$ cat src/rtl/pcm_rx_pkg.sv
package pcm_rx_pkg;
  typedef enum logic [2:0] {
    FMT_LJ    = 3'b000,
    FMT_I2S   = 3'b001,
    FMT_RJ16  = 3'b010,
    FMT_RJ24  = 3'b011,
    FMT_RJ20  = 3'b100,
    FMT_RJ18  = 3'b101,
    FMT_RSV6  = 3'b110,
    FMT_RSV7  = 3'b111
  } fmt_e;

  function automatic logic fmt_reserved(input logic [2:0] f);
    return f[2] & f[1];
  endfunction

  // frame-clock level that marks the left channel
  function automatic logic fmt_left_level(input logic [2:0] f);
    return (f != FMT_I2S);
  endfunction

  function automatic logic fmt_is_rj(input logic [2:0] f);
    return (f != FMT_LJ) && (f != FMT_I2S);
  endfunction

  function automatic int unsigned fmt_rj_len(input logic [2:0] f);
    case (f)
      FMT_RJ16: return 16;
      FMT_RJ20: return 20;
      FMT_RJ18: return 18;
      default:  return 24;
    endcase
  endfunction
endpackage

$ cat src/rtl/pcm_rx_sync.sv
module pcm_rx_sync #(
  parameter int W      = 5,
  parameter int STAGES = 2
) (
  input  logic         clk,
  input  logic         rst_n,
  input  logic [W-1:0] d_in,
  output logic [W-1:0] d_out
);
  logic [STAGES-1:0][W-1:0] chain;

  genvar g;
  generate
    for (g = 0; g < STAGES; g++) begin : g_stage
      always_ff @(posedge clk) begin
        if (!rst_n) chain[g] <= '0;
        else if (g == 0) chain[g] <= d_in;
        else chain[g] <= chain[(g == 0) ? 0 : g-1];
      end
    end
  endgenerate

  assign d_out = chain[STAGES-1];
endmodule

$ cat src/rtl/pcm_rx_slot.sv
module pcm_rx_slot
  import pcm_rx_pkg::*;
#(
  parameter int WORD_W   = 24,
  parameter int MAX_SLOT = 64,
  localparam int CNT_W   = $clog2(MAX_SLOT + 1)
) (
  input  logic              clk,
  input  logic              rst_n,
  input  logic              bit_evt,
  input  logic              lr,
  input  logic              din,
  input  logic [2:0]        fmt,
  output logic              slot_done,
  output logic              slot_left,
  output logic [WORD_W-1:0] slot_word
);
  logic              started, armed, prev_lr;
  logic [CNT_W-1:0]  bit_cnt;
  logic [WORD_W-1:0] run_sr, win_sr;

  // named internal events
  logic              boundary;
  logic [CNT_W-1:0]  bit_idx;
  logic              in_window;
  logic [CNT_W-1:0]  skip;

  function automatic logic [WORD_W-1:0] extend_low(input logic [WORD_W-1:0] v,
                                                   input int unsigned n);
    logic [WORD_W-1:0] r;
    for (int i = 0; i < WORD_W; i++)
      r[i] = (i < n) ? v[i] : v[n-1];
    return r;
  endfunction

  assign boundary  = bit_evt && started && (lr != prev_lr);
  assign bit_idx   = boundary ? '0 : bit_cnt;
  assign skip      = (fmt == FMT_I2S) ? CNT_W'(1) : '0;
  assign in_window = (bit_idx >= skip) && (bit_idx < skip + CNT_W'(WORD_W));

  always_ff @(posedge clk) begin
    if (!rst_n) begin
      started <= 1'b0;
      armed   <= 1'b0;
      prev_lr <= 1'b0;
      bit_cnt <= '0;
      run_sr  <= '0;
      win_sr  <= '0;
    end else if (bit_evt) begin
      started <= 1'b1;
      prev_lr <= lr;
      if (boundary) armed <= 1'b1;
      if (bit_idx != CNT_W'(MAX_SLOT)) bit_cnt <= bit_idx + 1'b1;
      else bit_cnt <= bit_idx;
      run_sr <= {run_sr[WORD_W-2:0], din};
      if (in_window) win_sr <= {win_sr[WORD_W-2:0], din};
    end
  end

  assign slot_done = boundary && armed;
  assign slot_left = (prev_lr == fmt_left_level(fmt));
  assign slot_word = fmt_is_rj(fmt) ? extend_low(run_sr, fmt_rj_len(fmt)) : win_sr;

  AST_CNT_RESTART: assert property (@(posedge clk) disable iff (!rst_n)
    boundary |=> (bit_cnt == CNT_W'(1)));
endmodule

$ cat src/rtl/pcm_rx_pair.sv
module pcm_rx_pair
  import pcm_rx_pkg::*;
#(
  parameter int WORD_W = 24
) (
  input  logic              clk,
  input  logic              rst_n,
  input  logic [2:0]        fmt,
  input  logic              slot_done,
  input  logic              slot_left,
  input  logic [WORD_W-1:0] slot_word,
  output logic [WORD_W-1:0] left_word,
  output logic [WORD_W-1:0] right_word,
  output logic              word_valid
);
  logic [WORD_W-1:0] left_hold;
  logic              have_left;
  logic              accept;

  assign accept = slot_done && !fmt_reserved(fmt);

  always_ff @(posedge clk) begin
    if (!rst_n) begin
      left_hold  <= '0;
      have_left  <= 1'b0;
      left_word  <= '0;
      right_word <= '0;
      word_valid <= 1'b0;
    end else begin
      word_valid <= 1'b0;
      if (accept) begin
        if (slot_left) begin
          left_hold <= slot_word;
          have_left <= 1'b1;
        end else if (have_left) begin
          left_word  <= left_hold;
          right_word <= slot_word;
          word_valid <= 1'b1;
          have_left  <= 1'b0;
        end
      end
    end
  end

  AST_VALID_PULSE: assert property (@(posedge clk) disable iff (!rst_n)
    word_valid |=> !word_valid);
  AST_VALID_AFTER_SLOT: assert property (@(posedge clk) disable iff (!rst_n)
    word_valid |-> $past(slot_done));
  AST_RSVD_QUIET: assert property (@(posedge clk) disable iff (!rst_n)
    fmt_reserved(fmt) |=> !word_valid);
  AST_RJ16_SIGN: assert property (@(posedge clk) disable iff (!rst_n)
    (word_valid && $past(fmt) == FMT_RJ16) |->
      ($countones(right_word[WORD_W-1:15]) == 0 ||
       $countones(right_word[WORD_W-1:15]) == WORD_W-15));
endmodule

$ cat src/rtl/pcm_fmt_rx.sv
module pcm_fmt_rx
  import pcm_rx_pkg::*;
#(
  parameter int WORD_W      = 24,
  parameter int MAX_SLOT    = 64,
  parameter int SYNC_STAGES = 2
) (
  input  logic              clk,
  input  logic              rst_n,
  input  logic              bclk_a,
  input  logic              lrck_a,
  input  logic              bclk_b,
  input  logic              lrck_b,
  input  logic              sdata,
  input  logic              pair_sel,
  input  logic [2:0]        fmt,
  output logic [WORD_W-1:0] left_word,
  output logic [WORD_W-1:0] right_word,
  output logic              word_valid
);
  localparam int NSIG = 5;

  logic [NSIG-1:0]   raw, syncd;
  logic              sel_bclk, sel_lr, bclk_d, bit_evt;
  logic              slot_done, slot_left;
  logic [WORD_W-1:0] slot_word;

  assign raw = {sdata, lrck_b, bclk_b, lrck_a, bclk_a};

  pcm_rx_sync #(.W(NSIG), .STAGES(SYNC_STAGES)) sync_i (
    .clk(clk), .rst_n(rst_n), .d_in(raw), .d_out(syncd));

  assign sel_bclk = pair_sel ? syncd[2] : syncd[0];
  assign sel_lr   = pair_sel ? syncd[3] : syncd[1];

  always_ff @(posedge clk) begin
    if (!rst_n) bclk_d <= 1'b0;
    else bclk_d <= sel_bclk;
  end
  assign bit_evt = sel_bclk && !bclk_d;

  pcm_rx_slot #(.WORD_W(WORD_W), .MAX_SLOT(MAX_SLOT)) slot_i (
    .clk(clk), .rst_n(rst_n), .bit_evt(bit_evt), .lr(sel_lr), .din(syncd[4]),
    .fmt(fmt), .slot_done(slot_done), .slot_left(slot_left), .slot_word(slot_word));

  pcm_rx_pair #(.WORD_W(WORD_W)) pair_i (
    .clk(clk), .rst_n(rst_n), .fmt(fmt), .slot_done(slot_done),
    .slot_left(slot_left), .slot_word(slot_word), .left_word(left_word),
    .right_word(right_word), .word_valid(word_valid));

  AST_EVT_SPACING: assert property (@(posedge clk) disable iff (!rst_n)
    bit_evt |=> !bit_evt);
endmodule

$ cat config.mk
export PLATFORM = sky130hd
export DESIGN_NAME = pcm_fmt_rx
export DESIGN_NICKNAME = d
export VERILOG_FILES = /design/src/rtl/pcm_rx_pkg.sv /design/src/rtl/pcm_rx_sync.sv /design/src/rtl/pcm_rx_slot.sv /design/src/rtl/pcm_rx_pair.sv /design/src/rtl/pcm_fmt_rx.sv
export SDC_FILE = /design/constraint.sdc
export NUM_CORES = 1
export LEC_CHECK = 0
export ABC_AREA = 1
export BUFFER_PORTS_ARGS = -buffer_cell sky130_fd_sc_hd__buf_2
export CAP_MARGIN = 20
export CORE_UTILIZATION = 30
export CTS_BUF_LIST = sky130_fd_sc_hd__clkbuf_8
export DETAILED_ROUTE_END_ITERATION = 7
export PLACE_DENSITY_LB_ADDON = 0.15
export SLEW_MARGIN = 20
export SYNTH_ARGS = -nofsm -noshare
export SYNTH_HDL_FRONTEND = slang
export SYNTH_SLANG_ARGS = --single-unit
$ cat constraint.sdc
create_clock -name clk -period 1.9 [get_ports clk]
set_input_delay 0.095 -clock clk [delete_from_list [all_inputs] [get_ports clk]]
set_output_delay 0.095 -clock clk [all_outputs]
set_load 0.01 [all_outputs]
==> metrics.csv, run 1 <==
stage,metric,value,unit
critical_path,CP startpoint kind,register,
timing,Highest Clock Rate,559.4,MHz
synth,Syn Area/Cell,7.410,um2
drt,M1 WL,7325,um
floorplanning,row count,51,
drt,drt total wl,14160,um
power,maximum vdd drop,0.3175,mV
drt,initial DRC count,329,
flow_run,max-cap violations,0,
synth,number of library cell types mapped by synthesis,34,
floorplanning,Die Height,142.8,um
synth,Syn Nets,817,
cts,CTS max path bufs,2,
timing,"Hold Violations, Final",0,
cts,CTS Sinks,143,
timing,total negative slack,0,ns
cts,CTS Buf Count,17,
synth,number of enable flip-flop cells after synthesis,0,
power,PD cells,867.7,nW/um2
synth,cell taking the most area after synthesis,dfxtp_1,
synth,Post-Synthesis Cells,802,
drt,Final ANT Viol Nets,0,
critical_path,Worst path top cell family by delay,simple AND/OR/NAND/NOR gates,
cts,"Clk Latency, worst-skew pair",0.45,ns
drt,DR DRC count,0,
grt,number of global-route vias before repair,4635,
critical_path,WP buf/inv,3,
critical_path,"Req. time, crit path",2.28,ns
floorplanning,Ports,60,
timing,"Slew Viols, Final",0,
critical_path,biggest cell delay along the critical path,0.33,ns
floorplanning,Core ar.,19460,um2
layout,Diodes inserted,0,
cts,H-tree level count,4,
floorplanning,DIE AREA,20380,um2
synth,Syn. warnings,0,
floorplanning,Die Wd,142.8,um
timing,Slew @ Worst Pin,0.4996,ns
critical_path,"Slowest-stage cell, CP",dfxtp_2,
synth,"count leader, synth",dfxtp_1,
cts,"Reg clk slew, reported paths",0.09,ns
layout,"Area growth, synth to finish",23.14,%
floorplanning,Starting Density,0.3054,
worst_hold_path,HP Class,in2reg,
grt,GR Overflow Total,0,
synth,asr flop ratio synth,0,
grt,largest net degree at the start of global routing,118,
place,placed cell area,6595,um2
cts,CTS tree,built,
timing,Final min period,1.788,ns
drt,met2 wire len,6217,um
layout,NumNets Final,882,
layout,share of cells above drive strength 1,0.2184,
synth,Synth Flop Type,dfxtp_1,
grt,first-pass GRT wire length,23020,um
critical_path,Critical Path AT,2.17,ns
grt,initial antenna violation count,0,
critical_path,"critical path, cell by cell",inv_2 -> nand2_2 -> nand3_2 -> nand2_2 -> buf_6 -> nor2_4 -> a21oi_2 -> nor2_2 -> nand3_4 -> clkbuf_16 -> nand3_2 -> nand2_1 -> nor2_1,
place,HPWL after DPL,8957,um
place,number of port buffers,59,
timing,unrepaired setup endpoints after global routing,true,
drt,DRT Pass-1 Iters,6,
timing,Slew headroom,0.6634,
cts,root buffer cell,clkbuf_8,
synth,post-synthesis sequential area ratio,0.4817,
critical_path,Crit Path Max Fanout,8,
synth,Seq cells post-synth,143,
drt,DR vias/cell,4.399,
drt,DR vias,5033,
timing,Tcrit/Tclk final,0.9409,
synth,Synth top cells by count,"dfxtp_1 (143), nand2_1 (130), nor2_1 (109)",
grt,GRT Total Usage,0.1446,
critical_path,Worst Setup Path Type,reg2reg,
layout,Final Cell Area,7318,um2
timing,clk_skew,0.01944,ns
drt,met3 routed WL,454,um
power,Lkg Pwr,3.120,nW
drt,top layer in use,met4,
timing,final setup vio count,0,
synth,Synth area leaders,"dfxtp_1 (48%), o21ai_0 (8.9%), nand2_1 (8.2%), a21oi_1 (6.9%), nor2_1 (6.9%)",
place,routability congestion estimate,0.7556,
status,status,completed,
synth,Yosys top cell area share,0.4817,
critical_path,endpoint class of the critical path,register,
synth,post-synthesis instance area,5943,um2
drt,wire per inst,12.38,um
layout,fillers,2084,
[routing by layer]
metal | vias to the layer above | global-route usage
met5 | - | 0
met4 | 0 | 0.04754
met3 | 13 | 0.03588
met2 | 65 | 0.2224
met1 | 2252 | 0.1968
li1 | 2703 | -
[layout by cell type, fill, tap and decap left out, drive strengths merged, types with 2 or more instances in the layout]
| master | Yosys | routed |
|---|---|---|
| dfxtp | 143 | 143 |
| nand2 | 134 | 134 |
| clkinv | 1 | 3 |
| o221ai | 2 | 2 |
| xor2 | 2 | 2 |
| dlygate4sd3 | 0 | 5 |
| inv | 98 | 104 |
| a21oi | 103 | 103 |
| bufinv | 0 | 4 |
| nand4 | 3 | 3 |
| nor2 | 110 | 110 |
| o21ai | 108 | 108 |
| ha | 4 | 4 |
| buf | 23 | 88 |
| clkbuf | 27 | 20 |
| nor3 | 2 | 2 |
| nand3 | 36 | 36 |
[cell families after synthesis]
logic type	count (synthesis)	synth area share
AOI/OAI and AO/OA	218	0.2013
adders and majority gates	4	0.008421
DFF	143	0.4817
buffers and inverters	149	0.1076
xor gates and xnor gates	2	0.002948
and+or+nand+nor	286	0.1981
[cell type report]
type / count / area, um2 / share of cell area
Multi-Input combinational cell: 510 / 2579 / 0.3524
Clock buffer: 18 / 247.7 / 0.03385
Clock inverter: 13 / 200.2 / 0.02736
Inverter: 99 / 371.6 / 0.05078
Tap cell: 265 / 331.6 / 0.04531
Sequential cell: 143 / 2868 / 0.3919
Timing Repair Buffer: 96 / 720.7 / 0.09848
[report_power, final]
group,internal (W),leakage (nW),switching [W]
Combinational,0.000190,1.74,0.000303
Clock,0.00149,0.223,0.00124
Sequential,0.00307,1.16,0.0000505
[timing repair]
| action | 4_1_cts | 5_1_grt |
|---|---|---|
| hold endpoints to repair | 6 | 0 |
| endpoints found under the setup margin | 0 | 67 |
| hold buffers | 6 | 0 |
| resized for setup | 0 | 46 |
| setup buffers | 0 | 1 |
[path summary, 6_finish.rpt]
kind	start	to	slack (ns)	cells past startpoint
worst max-delay path	sync_i.d_out[3]	slot_i.win_sr[21]	0.11	13
worst min-delay path	rst_n	slot_i.bit_cnt[5]	0.12	3
worst max register to register	sync_i.d_out[3]	slot_i.win_sr[21]	0.11	13
worst min register to register	sync_i.chain[2]	sync_i.d_out[2]	0.41	2
[sequential cells by signal (all words and copies together) (netlist names)]
| signal | cells |
|---|---|
| slot_i.win_sr | 24 |
| pair_i.word_valid | 1 |
| slot_i.prev_lr | 1 |
| slot_i.armed | 1 |
| slot_i.bit_cnt | 7 |
| sync_i.chain | 5 |
| pair_i.left_hold | 24 |
| pair_i.right_word | 24 |
| pair_i.left_word | 24 |
| sync_i.d_out | 5 |
| pair_i.have_left | 1 |
| bclk_d | 1 |
| slot_i.run_sr | 24 |
| slot_i.started | 1 |
[metrics by stage]
step | power [W] | setup slack [ns] | std cells | hold slack (ns) | utilization
after detailed placement | 0.003649 | 0.09352 | 1104 | 0.2866 | 0.3389
final | 0.006350 | 0.1124 | 1144 | 0.1234 | 0.3760
after global routing | 0.006658 | -0.03472 | 1144 | 0.1152 | 0.3760
after global placement | 0.003651 | 0.09475 | 1104 | 0.2855 | 0.3389
after floorplan | 0.003504 | 0.04672 | 802 | 0.1926 | -
after CTS | 0.006413 | 0.05837 | 1141 | 0.1090 | 0.3650
[tightest hold or removal path, stage by stage]
cell	delay, ns
buf_4	0.13
clkinv_1	0.23
a21oi_1	0.06
No activity file was read; power rests on OpenSTA's default activity.
==> run 2, diff against run 1 <==
--- a/config.mk
+++ b/config.mk
@@ -8,6 +8,7 @@
 export ABC_AREA = 1
 export BUFFER_PORTS_ARGS = -buffer_cell sky130_fd_sc_hd__buf_2
 export CAP_MARGIN = 20
+export CORE_ASPECT_RATIO = 0.6
 export CORE_UTILIZATION = 30
 export CTS_BUF_LIST = sky130_fd_sc_hd__clkbuf_8
 export DETAILED_ROUTE_END_ITERATION = 7
==> constraint.sdc (replaced) <==
create_clock -name clk -period 1.45 [get_ports clk]
set_input_delay 0.0725 -clock clk [delete_from_list [all_inputs] [get_ports clk]]
set_output_delay 0.0725 -clock clk [all_outputs]
set_load 0.01 [all_outputs]
==> run 2 against run 1 <==
  * The run now ends with setup timing left
  * Highest routed layer unchanged
  * Largest cell class is now multi-input combinational cells
  * Combinational power is 71% higher
  * Wire length is 30% higher
  * First-iteration DRC count is 10% lower
  * Clock power is 24% higher
  * Sequential share of layout area is 6.5 points lower
  * Sequential cell count stayed put
  * Total power is 31% higher
==> metrics.csv, run 2 (same netlist as run 1, synthesis figures left out) <==
stage,metric,value,unit,change
flow_run,max-cap violations,0,,unchanged
layout,fin cells,1211,,+5.9%
timing,clk_skew,0.01371,ns,-0.005732 ns
floorplanning,Ports,60,,unchanged
cts,"Reg clk slew, reported paths",0.08,ns,about the same
cts,H-tree level count,4,,unchanged
status,failing checks,setup timing,,
critical_path,FF-to-FF setup slack,-0.39,ns,-0.50 ns
critical_path,Worst Setup Path Type,reg2reg,,
grt,met2 Resource Use GR,0.2298,,+0.007404
worst_hold_path,HP Class,in2reg,,
drt,initial DRC count,295,,-10%
timing,"Hold Violations, Final",0,,unchanged
place,routability congestion estimate,0.8029,,+6.3%
place,HPWL after DPL,10530,um,+18%
grt,largest net degree at the start of global routing,53,,-55%
drt,DR vias,5637,,+12%
grt,GRT met3 Usage,0.04205,,+0.006168
timing,"Slew Viols, Final",0,,unchanged
floorplanning,Die Wd,183.7,um,+29%
grt,first-pass GRT wire length,26320,um,+14%
layout,"Area growth, synth to finish",47.79,%,
drt,DR vias/cell,4.655,,+5.8%
critical_path,"Req. time, crit path",1.80,ns,-0.48 ns
worst_hold_path,hold path depth,4,,+1
layout,fillers,1961,,-5.9%
power,maximum vdd drop,0.5414,mV,+70%
power,PD cells,948.3,nW/um2,+9.3%
cts,CTS Sinks,143,,unchanged
timing,Final min period,1.842,ns,+0.05409 ns
drt,DRT Pass-1 Iters,5,,-1
floorplanning,Starting Density,0.3091,,+0.003756
timing,Tcrit/Tclk final,1.270,,+0.3293
place,Placed Cells,1136,,+2.9%
critical_path,Critical Path AT,2.19,ns,+0.02 ns
grt,GR Overflow Total,0,,unchanged
cts,CTS max path bufs,2,,unchanged
critical_path,endpoint class of the critical path,register,,
grt,number of global-route vias before repair,4969,,+7.2%
timing,Slew @ Worst Pin,0.6448,ns,+0.1452 ns
critical_path,Crit Path Max Fanout,29,,+21
floorplanning,Die Height,111.0,um,-22%
drt,Final ANT Viol Nets,0,,unchanged
layout,Diodes inserted,0,,unchanged
floorplanning,row count,39,,-24%
status,status,"finished, violations left",,
floorplanning,Core ar.,19230,um2,-1.2%
critical_path,Worst R2R Path Depth,12,,-1
cts,CTS tree,built,,
floorplanning,DIE AREA,20400,um2,about the same
layout,area of the multi-input gates,3147,um2,+22%
timing,Slew headroom,0.5656,,-0.09781
cts,root buffer cell,clkbuf_8,,
grt,initial antenna violation count,0,,unchanged
place,number of port buffers,59,,unchanged
cts,"Clk Latency, worst-skew pair",0.45,ns,about the same
layout,fin util,0.4569,,+0.08083
drt,drt total wl,18420,um,+30%
cts,CTS Buf Count,17,,unchanged
power,Lkg Pwr,3.729,nW,+20%
grt,met1 Resource Use GR,0.2495,,+0.05277
place,Setup WS pre-CTS,-0.3551,ns,-0.4486 ns
critical_path,CP startpoint kind,register,,
layout,most frequent cells in the layout,"dfxtp_1 (138), nand2_1 (96), inv_1 (85)",,
layout,"commonest non-fill, non-tap cell in the layout",dfxtp_1,,
layout,NumNets Final,947,,+7.4%
timing,unrepaired setup endpoints after global routing,true,,
timing,Highest Clock Rate,543.0,MHz,-2.9%
grt,"Most Used Layer, Global Route",met1,,
drt,wire per inst,15.21,um,+23%
timing,final setup vio count,105,,+105
layout,Sequential Area,2869,um2,about the same
layout,share of cells above drive strength 1,0.3937,,+0.1752
grt,GRT Total Usage,0.1653,,+0.02073
timing,PnR worst setup slack,-0.3917,ns,-0.5041 ns
drt,DR DRC count,0,,unchanged
==> run 2: cell types whose count changed in the layout (fill, tap and decap cells not counted), sizes merged <==
cell / before / now
clkinvlp: 1 / 4
clkbuf: 20 / 30
dlymetal6s4s: 1 / 0
buf: 88 / 142
bufinv: 4 / 3
dlygate4sd3: 5 / 7
inv: 104 / 98
clkinv: 3 / 8
==> run 2: path summary, 6_finish.rpt <==
| check | from | endpoint |
|---|---|---|
| min reg2reg | sync_i.chain[3] | sync_i.d_out[3] |
| min | pair_sel | slot_i.prev_lr |
| max | sync_i.d_out[2] | pair_i.left_word[6] |
| max reg2reg | sync_i.d_out[2] | pair_i.left_word[6] |
==> run 2: area by class of cell <==
class                           count  area share
Timing Repair Buffer              161      0.1846
Tap cell                          266     0.03789
Multi-Input combinational cell    510      0.3583
Clock inverter                     14     0.01895
Inverter                           99     0.04544
Clock buffer                       18     0.02821
Sequential cell                   143      0.3266
==> run 2: what timing repair did <==
action / 4_1_cts / 5_1_grt
hold buffers: 7 / 0
gates cloned: 1 / 16
setup buffers: 15 / 8
pin swaps: 11 / 89
endpoints found under the hold margin: 20 / 0
setup endpoints to repair: 105 / 128
resized for setup: 57 / 217
==> run 2: critical path, stage by stage, from the launching register on <==
cell     delay (ns)
dfxtp_2        0.33
nand2_2        0.06
nand2_2        0.09
nand3_4        0.08
buf_6          0.13
nor2_4         0.21
nand2_4        0.12
inv_4          0.08
nand3_4        0.13
buf_12         0.21
buf_6          0.15
nor2_2         0.08
nor2_1         0.05
==> run 2: through the flow <==
step	area, um2	power [W]	TNS [ns]	hold WS [ns]
detailed placement	6915	0.004835	-28.43	0.2614
global route	8783	0.008713	-43.84	0.09492
global placement	6915	0.004840	-26.47	0.2563
floorplan	6001	0.004605	-5.988	0.1701
finish	8783	0.008330	-33.72	0.1139
CTS	7707	0.008290	-29.44	0.06254
==> run 2: where the power goes <==
| group | internal [W] | switching (W) | total (W) |
|---|---|---|---|
| clock | 0.00174 | 0.00165 | 0.00339 |
| combinational | 0.000343 | 0.000498 | 0.000842 |
| sequential | 0.00403 | 0.0000715 | 0.00410 |
| total | 0.00611 | 0.00222 | 0.00833 |
==> run 2: routing by layer <==
layer / vias to the layer above / share of wire / routed length, um
li1: 2848 / - / -
met1: 2672 / 0.54 / 9918
met2: 108 / 0.40 / 7434
met3: 9 / 0.052 / 949
met4: 0 / 0.0061 / 113
met5: - / 0 / 0
==> run 3, diff against run 2 <==
--- a/config.mk
+++ b/config.mk
@@ -12,8 +12,9 @@
 export CORE_UTILIZATION = 30
 export CTS_BUF_LIST = sky130_fd_sc_hd__clkbuf_8
 export DETAILED_ROUTE_END_ITERATION = 7
-export PLACE_DENSITY_LB_ADDON = 0.15
+export REMOVE_ABC_BUFFERS = 1
 export SLEW_MARGIN = 20
 export SYNTH_ARGS = -nofsm -noshare
 export SYNTH_HDL_FRONTEND = slang
+export SYNTH_HIERARCHICAL = 1
 export SYNTH_SLANG_ARGS = --single-unit
==> run 3 against run 2 <==
  * The run still ends with setup timing left
  * Sequential cell count unchanged
  * Synthesized cell count increased by 20%
  * Clock power grew 8.3%
  * Register-to-register slack got worse by 0.11 ns
  * Clock skew decreased by 0.0015 ns
  * Final area is 1.4% higher
  * Worst setup slack got worse by 0.11 ns
  * Cell count is 13% higher
  * Clock-buffer cell count down 1
  * Synthesized area rose by 8.3%
  * Combinational power rose by 47%
  * Critical endpoint is now slot_i/win_sr[5]
  * Largest cell class unchanged
  * Largest power group unchanged
==> metrics.csv, run 3 <==
stage,metric,value,unit,change
status,status,"finished, violations left",,
status,failing checks,setup timing,,
floorplanning,Core ar.,21030,um2,+9.4%
drt,DR vias,6279,,+11%
timing,clk_skew,0.01216,ns,-0.001547 ns
cts,CTS Buf Count,17,,unchanged
place,HPWL after DPL,11210,um,+6.5%
cts,"Clk Latency, worst-skew pair",0.45,ns,about the same
drt,Final ANT Viol Nets,0,,unchanged
floorplanning,Die Wd,191.1,um,+4.0%
drt,DR DRC count,0,,unchanged
synth,Synth area leaders,"dfxtp_1 (44%), nor2_1 (13%), nand2_1 (12%), inv_1 (7.2%), nand4_1 (5.2%)",,
cts,H-tree level count,4,,unchanged
timing,Tcrit/Tclk final,1.346,,+0.07592
timing,final setup vio count,105,,unchanged
critical_path,Critical Path AT,2.30,ns,+0.11 ns
worst_hold_path,hold endpoint,slot_i/prev_lr,,
timing,Final min period,1.952,ns,+0.1101 ns
grt,number of global-route vias before repair,5768,,+16%
drt,initial DRC count,402,,+36%
timing,Highest Clock Rate,512.3,MHz,-5.6%
layout,"Area growth, synth to finish",38.44,%,
critical_path,Worst Setup Path Type,reg2reg,,
power,Lkg Pwr,4.146,nW,+11%
critical_path,Crit Path Max Fanout,7,,-76%
worst_hold_path,Hold Startpoint,pair_sel,,
synth,Syn Area/Cell,6.675,um2,-9.9%
place,number of port buffers,59,,unchanged
worst_hold_path,hold path depth,5,,+1
cts,"Reg clk slew, reported paths",0.09,ns,about the same
synth,"count leader, synth",nor2_1,,
timing,Slew @ Worst Pin,0.4585,ns,-0.1862 ns
timing,unrepaired setup endpoints after global routing,true,,
floorplanning,DIE AREA,22060,um2,+8.2%
synth,Yosys top cell area share,0.4449,,-0.03681
synth,Synth Flop Type,dfxtp_1,,
synth,Post-Synthesis Cells,964,,+20%
power,maximum vdd drop,0.6703,mV,+24%
grt,initial antenna violation count,0,,unchanged
synth,asr flop ratio synth,0,,unchanged
critical_path,FF-to-FF setup slack,-0.50,ns,-0.11 ns
critical_path,"Req. time, crit path",1.80,ns,about the same
synth,number of enable flip-flop cells after synthesis,0,,unchanged
critical_path,Worst R2R Path Depth,17,,+5
critical_path,CP startpoint kind,register,,
cts,CTS max path bufs,2,,unchanged
synth,Synth top cells by count,"nor2_1 (227), nand2_1 (199), dfxtp_1 (143)",,
worst_hold_path,HP Class,in2reg,,
synth,Syn. warnings,6,,+6
floorplanning,row count,41,,+5.1%
grt,GRT Total Usage,0.1692,,+0.003900
critical_path,RR Startpoint,sync_i/d_out[2],,
layout,"commonest non-fill, non-tap cell in the layout",nand2_1,,
drt,DRT Pass-1 Iters,5,,unchanged
place,routability congestion estimate,0.8151,,+1.5%
grt,GR Overflow Total,0,,unchanged
synth,post-synthesis instance area,6435,um2,+8.3%
drt,wire per inst,13.66,um,-10%
layout,NumNets Final,1096,,+16%
power,PD cells,1021,nW/um2,+7.7%
grt,largest net degree at the start of global routing,46,,-13%
timing,Slew headroom,0.6911,,+0.1255
cts,CTS tree,built,,
floorplanning,Die Height,115.4,um,+4.0%
layout,share of cells above drive strength 1,0.2934,,-0.1002
place,Setup WS pre-CTS,-0.7375,ns,-0.3824 ns
cts,CTS Sinks,143,,unchanged
drt,DR vias/cell,4.573,,-1.8%
timing,"Slew Viols, Final",0,,unchanged
timing,"Hold Violations, Final",0,,unchanged
cts,root buffer cell,clkbuf_8,,
synth,Seq cells post-synth,143,,unchanged
floorplanning,Ports,60,,unchanged
drt,drt total wl,18750,um,+1.8%
critical_path,endpoint class of the critical path,register,,
critical_path,critical register-to-register path endpoint,slot_i/win_sr[5],,
layout,most frequent cells in the layout,"nand2_1 (173), nor2_1 (156), dfxtp_1 (141)",,
layout,Diodes inserted,0,,unchanged
flow_run,max-cap violations,0,,unchanged
floorplanning,Starting Density,0.3059,,-0.003175
timing,total negative slack,-45.67,ns,-11.94 ns
grt,first-pass GRT wire length,29220,um,+11%
synth,post-synthesis sequential area ratio,0.4449,,-0.03681
synth,cell taking the most area after synthesis,dfxtp_1,,
synth,number of library cell types mapped by synthesis,26,,-24%
timing,PnR worst setup slack,-0.5018,ns,-0.1101 ns
==> run 3: changes by cell type in the layout (fill, tap and decap cells not counted), sizes merged, moves of 9 or more <==
cell | before | now
inv | 98 | 127
a21oi | 103 | 37
buf | 142 | 151
nand3 | 36 | 49
o21ai | 108 | 47
nor2 | 110 | 230
clkbuf | 30 | 21
nand4 | 3 | 54
nand2 | 134 | 201
==> run 3: power by group <==
part	total [W]	internal (W)	switching (W)
registers	0.00419	0.00407	0.000117
logic	0.00124	0.000511	0.000730
clock network	0.00367	0.00204	0.00162
total	0.00910	0.00663	0.00247
==> run 3: cell type report <==
class / count / area [um2]
Fill cell: 2190 / 12120
Multi-Input combinational cell: 632 / 3334
Sequential cell: 143 / 2865
Timing Repair Buffer: 162 / 1433
Inverter: 125 / 474.2
Tap cell: 279 / 349.1
Clock buffer: 17 / 234.0
Clock inverter: 15 / 219.0
==> run 3: cell families after synthesis <==
group                      after synthesis  synth area share
xor gates and xnor gates                 4          0.005445
adders and majority gates                4          0.007778
DFF                                    143            0.4449
buffers and inverters                  190            0.1256
AOI/OAI and AO/OA                       89           0.07097
and+or+nand+nor                        534            0.3453
==> run 3: worst max-delay path: stages, from the launching register on <==
cell and delay, ns:
dfxtp_1 0.31, inv_1 0.04, nand2_1 0.07, nand2_2 0.07, nor2_4 0.09, inv_2 0.05, nor2_4 0.10, nand2_4 0.09
buf_6 0.15, o21ai_2 0.06, nand2_1 0.09, inv_2 0.09, nand2_2 0.07, nor2_4 0.18, nor2_4 0.08, buf_12 0.16
nor2_4 0.08, nor2_1 0.05
==> run 3: per-layer routing <==
| metal | vias to the layer above | GRT usage | part of all wire |
|---|---|---|---|
| li1 | 3235 | - | - |
| met1 | 2856 | 0.2455 | 0.52 |
| met2 | 167 | 0.2413 | 0.41 |
| met3 | 21 | 0.04694 | 0.056 |
| met4 | 0 | 0.05132 | 0.011 |
| met5 | - | 0 | 0 |
==> run 3: worst max-delay path by stage <==
stage,startpoint,to,slack (ns),cells past startpoint
2_1_floorplan,sync_i/d_out[2],pair_i/left_hold[0],-3.99,11
3_3_place_gp,sync_i/d_out[0],slot_i/win_sr[4],-0.68,15
3_5_place_dp,sync_i/d_out[0],slot_i/win_sr[9],-0.74,15
4_1_cts,sync_i/d_out[0],pair_i/right_word[3],-0.53,15
5_1_grt,sync_i/d_out[2],pair_i/left_word[12],-0.61,15
6_report,sync_i/d_out[2],slot_i/win_sr[5],-0.50,17
==> run 3: per-stage QoR <==
stage | instances | hold slack, ns | power (W) | cell area [um2] | utilization
2_1_floorplan | 899 | 0.1660 | 0.004772 | 6096 | -
3_3_place_gp | 1312 | 0.2593 | 0.005206 | 7408 | 0.3522
3_5_place_dp | 1312 | 0.2595 | 0.005219 | 7408 | 0.3522
4_1_cts | 1371 | 0.002905 | 0.009048 | 8494 | 0.4039
5_1_grt | 1373 | 0.05354 | 0.009530 | 8909 | 0.4236
6_report | 1373 | 0.07290 | 0.009096 | 8909 | 0.4236
==> run 3: repair_timing <==
action,in CTS,in global routing
pin swaps,35,43
setup endpoints to repair,105,121
gates resized for setup,92,110
setup buffers,15,5
gates cloned,6,5
hold endpoints to repair,19,0
hold buffers,7,0
